`config.mk`:
```
export PLATFORM = sky130hd
export DESIGN_NAME = jk_ms_counter
export DESIGN_NICKNAME = d
export VERILOG_FILES = /design/src/rtl/jk_ms_counter.sv
export SDC_FILE = /design/constraint.sdc
export NUM_CORES = 1
export LEC_CHECK = 0
export BUFFER_PORTS_ARGS = -buffer_cell sky130_fd_sc_hd__buf_2
export CAP_MARGIN = 30
export CORE_AREA = 8 8 45 47
export DETAILED_ROUTE_END_ITERATION = 8
export DIE_AREA = 0 0 53 55
export GPL_TIMING_DRIVEN = 0
export PLACE_DENSITY = 0.34
export SYNTH_ARGS = -nofsm -noshare
export SYNTH_HDL_FRONTEND = slang
export SYNTH_SLANG_ARGS = --single-unit
```
`constraint.sdc`:
```
create_clock -name clk -period 1 [get_ports clk]
set_input_delay 0.15 -clock clk [delete_from_list [all_inputs] [get_ports clk]]
set_output_delay 0.15 -clock clk [all_outputs]
set_load 0.005 [all_outputs]
```
`src/rtl/jk_ms_counter.sv`:
```
module jk_ms_counter #(
  parameter int WIDTH = 4
) (
  input  logic             clk,
  input  logic             clr_n,
  input  logic             cnt_en,
  output logic [WIDTH-1:0] q
);
  logic [WIDTH-1:0] j, k, mst, nxt;
  logic [WIDTH:0]   chain;

  assign chain[0] = cnt_en;

  for (genvar i = 0; i < WIDTH; i++) begin : g_bit
    assign chain[i+1] = chain[i] & q[i];
    assign j[i] = chain[i];
    assign k[i] = chain[i];
    assign nxt[i] = (j[i] & ~q[i]) | (~k[i] & q[i]);

    always_ff @(posedge clk or negedge clr_n)
      if (!clr_n) mst[i] <= 1'b0;
      else        mst[i] <= nxt[i];

    always_ff @(negedge clk or negedge clr_n)
      if (!clr_n) q[i] <= 1'b0;
      else        q[i] <= mst[i];
  end
endmodule


```
==> summary.md <==
| Metric | Value |
|---|---|
| Slew @ Worst Pin | `between 150 and 200 ps` |
| Warnings from Yosys | `0` |
| Relative slew slack | `0.879` |
| Post-route setup slack | `-590 ps` |
| Antenna viol nets, final | `0` |
| Most frequent cells after synthesis | `4 x dfrtn_1, 4 x dfrtp_1, 3 x ha_1` |
| Top_reg_cell synth | `dfrtp_1` |
| Critical path arrival | `1730 ps` |
| Cell Pwr Density | `about 3000 mW/mm^2` |
| WHS | `roughly 150 ps` |
| Post-synth cell types | `4` |
| Row cnt | `14` |
| Crit Path Category | `reg -> reg` |
| Crit path capture type | `register` |
| Worst hold path type | `in -> reg` |
| Syn-to-layout area delta | `57.9%` |
| Nets | `33` |
| Vias | `139` |
| Initial antenna violation count | `0` |
| Synth Area per Inst | `20.5 sq um` |
| RSZ-0062 raised after global routing | `true` |
| Top cell type by total area after synthesis | `dfrtn_1` |
| Worst Reg-to-Reg Cells | `4` |
| CP Buf/Inv Count | `0` |
| Critical path depth | `4` |
| Seq/Total Area, Yosys | `0.812` |
| Clock Latency Late Sink | `about 260 ps` |
| Status | `finished with violations` |
| IO Count | `7` |
| Vias per cell | `3.39` |
| WL per Instance | `~10 um` |
| Synth top area cells | `dfrtn_1 41%, dfrtp_1 41%, ha_1 15%, xor2_1 3.6%` |
| Layout cells sized above 1 | `0.600` |
| VDD IR max | `0.000825 V` |
| Clock Path Buffers | `2` |
| DRC errors left | `0` |
| Overall power | `0.00116 W` |
| DR pass1 iterations | `2` |
| Delay-heaviest family, CP | `adder cells` |
| Die X | `between 50 and 60 um` |
| Worst clock skew | `11.0 ps` |
| Max Cap Violations | `0` |
| Final hold violations | `0` |
| CTS Buf Count | `3` |
| Grt ovf | `0` |
| Fillers | `149` |
| DRT iter0 DRCs | `2` |
| Final setup fails | `9` |
| TritonCTS clock tree | `yes` |
| Final wirelength | `430 um` |
| Yosys top cell area share | `0.406` |
| Clk sinks | `8` |
| First-pass GRT wire length | `slightly above 700 um` |
| Initial Utilization | `0.178` |
| Synth Register Bits | `8` |
| Final cell count without fillers | `41` |
| CP Max Fanout | `2` |
| CP required | `approximately 1100 ps` |
| Reg clk slew, reported paths | `50 ps` |
| Ys async rst share | `1.00` |
| Die Y | `approximately 55 um` |
| Failing checks | `setup timing` |
| CP max stage delay | `360 ps` |
| Startpoint Class | `register` |
| Hold Path Stages | `2` |
| Static leakage | `0.180 nW` |
| Fin. max-slew vios | `0` |
| Worst-path cell chain | `ha_4 > ha_4 > ha_4 > xor2_1` |
| Syn Inst Count | `12` |
| Post-Place Worst Slack | `-593 ps` |
| Vias in the first global route | `between 150 and 200` |
| Number of antenna diodes | `0` |
| Critical-path top delay cell | `dfrtn_1` |
| Routability cong. | `0.543` |
| Die footprint | `0.00292 sq mm` |
| Mapped Area | `246 sq um` |
| IO buf count | `6` |
| Largest net degree at the start of global routing | `9` |
| Inst Count DP | `34` |
| Syn nets | `18` |
| Most used cell, CP | `ha_4` |
| Core ar. | `0.00138 sq mm` |
| Depth of the CTS H-tree | `1` |
| Root Buffer | `clkbuf_4` |
| Tot GR Track Use | `0.0413` |
| Post-synth EDFFs | `0` |
kinds of logic after synthesis:
logic type | after synthesis | synth area share
flip-flops | 8 | 0.812
XOR/XNOR | 1 | 0.0355
adder cells (fa/ha/maj) | 3 | 0.152
state kept, by name, indices dropped and copies added, names as in the netlist:
| signal | flops |
|---|---|
| mst | 4 |
| q | 4 |
final timing paths:
kind	slack, ps	start	endpoint
max	-590	q[0]	mst[3]
min	150	cnt_en	mst[0]
max reg2reg	-590	q[0]	mst[3]
min reg2reg	720	mst[1]	q[1]
max in group asynchronous	150	clr_n	q[1]
min in group asynchronous	270	clr_n	mst[3]
through the flow:
stage / cell area [sq um] / utilization / TNS [ps]
final: 389 / 0.281 / -3530
after global routing: 389 / 0.281 / -3850
after CTS: 382 / 0.276 / -3630
after detailed placement: 334 / 0.241 / -2630
after global placement: 334 / 0.241 / -2570
after floorplan: 284 / - / -2110
final cells by class:
cell class / count / area, sq um / share of cell area
clock buffers: 3 / 22.5 / 0.0579
multi-input cells: 4 / 83.8 / 0.215
flip-flops and latches: 8 / 200 / 0.514
well taps: 16 / 20.0 / 0.0514
repair buffers: 10 / 62.6 / 0.161
worst reg2reg max path, cell delays in order (launching register included):
cell,delay (ps)
dfrtn_1,360
ha_4,170
ha_4,150
ha_4,150
xor2_1,130
layout by cell type, fill, tap and decap left out, drive strengths merged:
| master | netlist | layout |
|---|---|---|
| dlygate4sd3 | 0 | 1 |
| xor2 | 1 | 1 |
| ha | 3 | 3 |
| clkbuf | 0 | 3 |
| buf | 0 | 9 |
| dfrtp | 4 | 4 |
| dfrtn | 4 | 4 |
routing by layer:
| metal | up-vias | share of wire | GRT usage |
|---|---|---|---|
| met4 | 0 | 0 | 0.0259 |
| met1 | 66 | 0.37 | 0.0342 |
| met3 | 0 | 0.17 | 0.0642 |
| met5 | - | 0 | 0 |
| li1 | 67 | - | - |
| met2 | 6 | 0.46 | 0.0449 |
report_power, final:
group	total [W]	switching, W	internal [W]
logic	0.000343	0.000129	0.000213
registers	0.000577	0.0000775	0.000499
clock network	0.000236	0.0000995	0.000137
timing repair:
item	4_1_cts	5_1_grt
setup endpoints to repair	11	12
pin swaps	2	0
buffers inserted	2	1
endpoints found under the hold margin	4	0
resized for setup	0	0
hold buffers	1	0
Note: power is estimated with default switching activity, not from simulation.
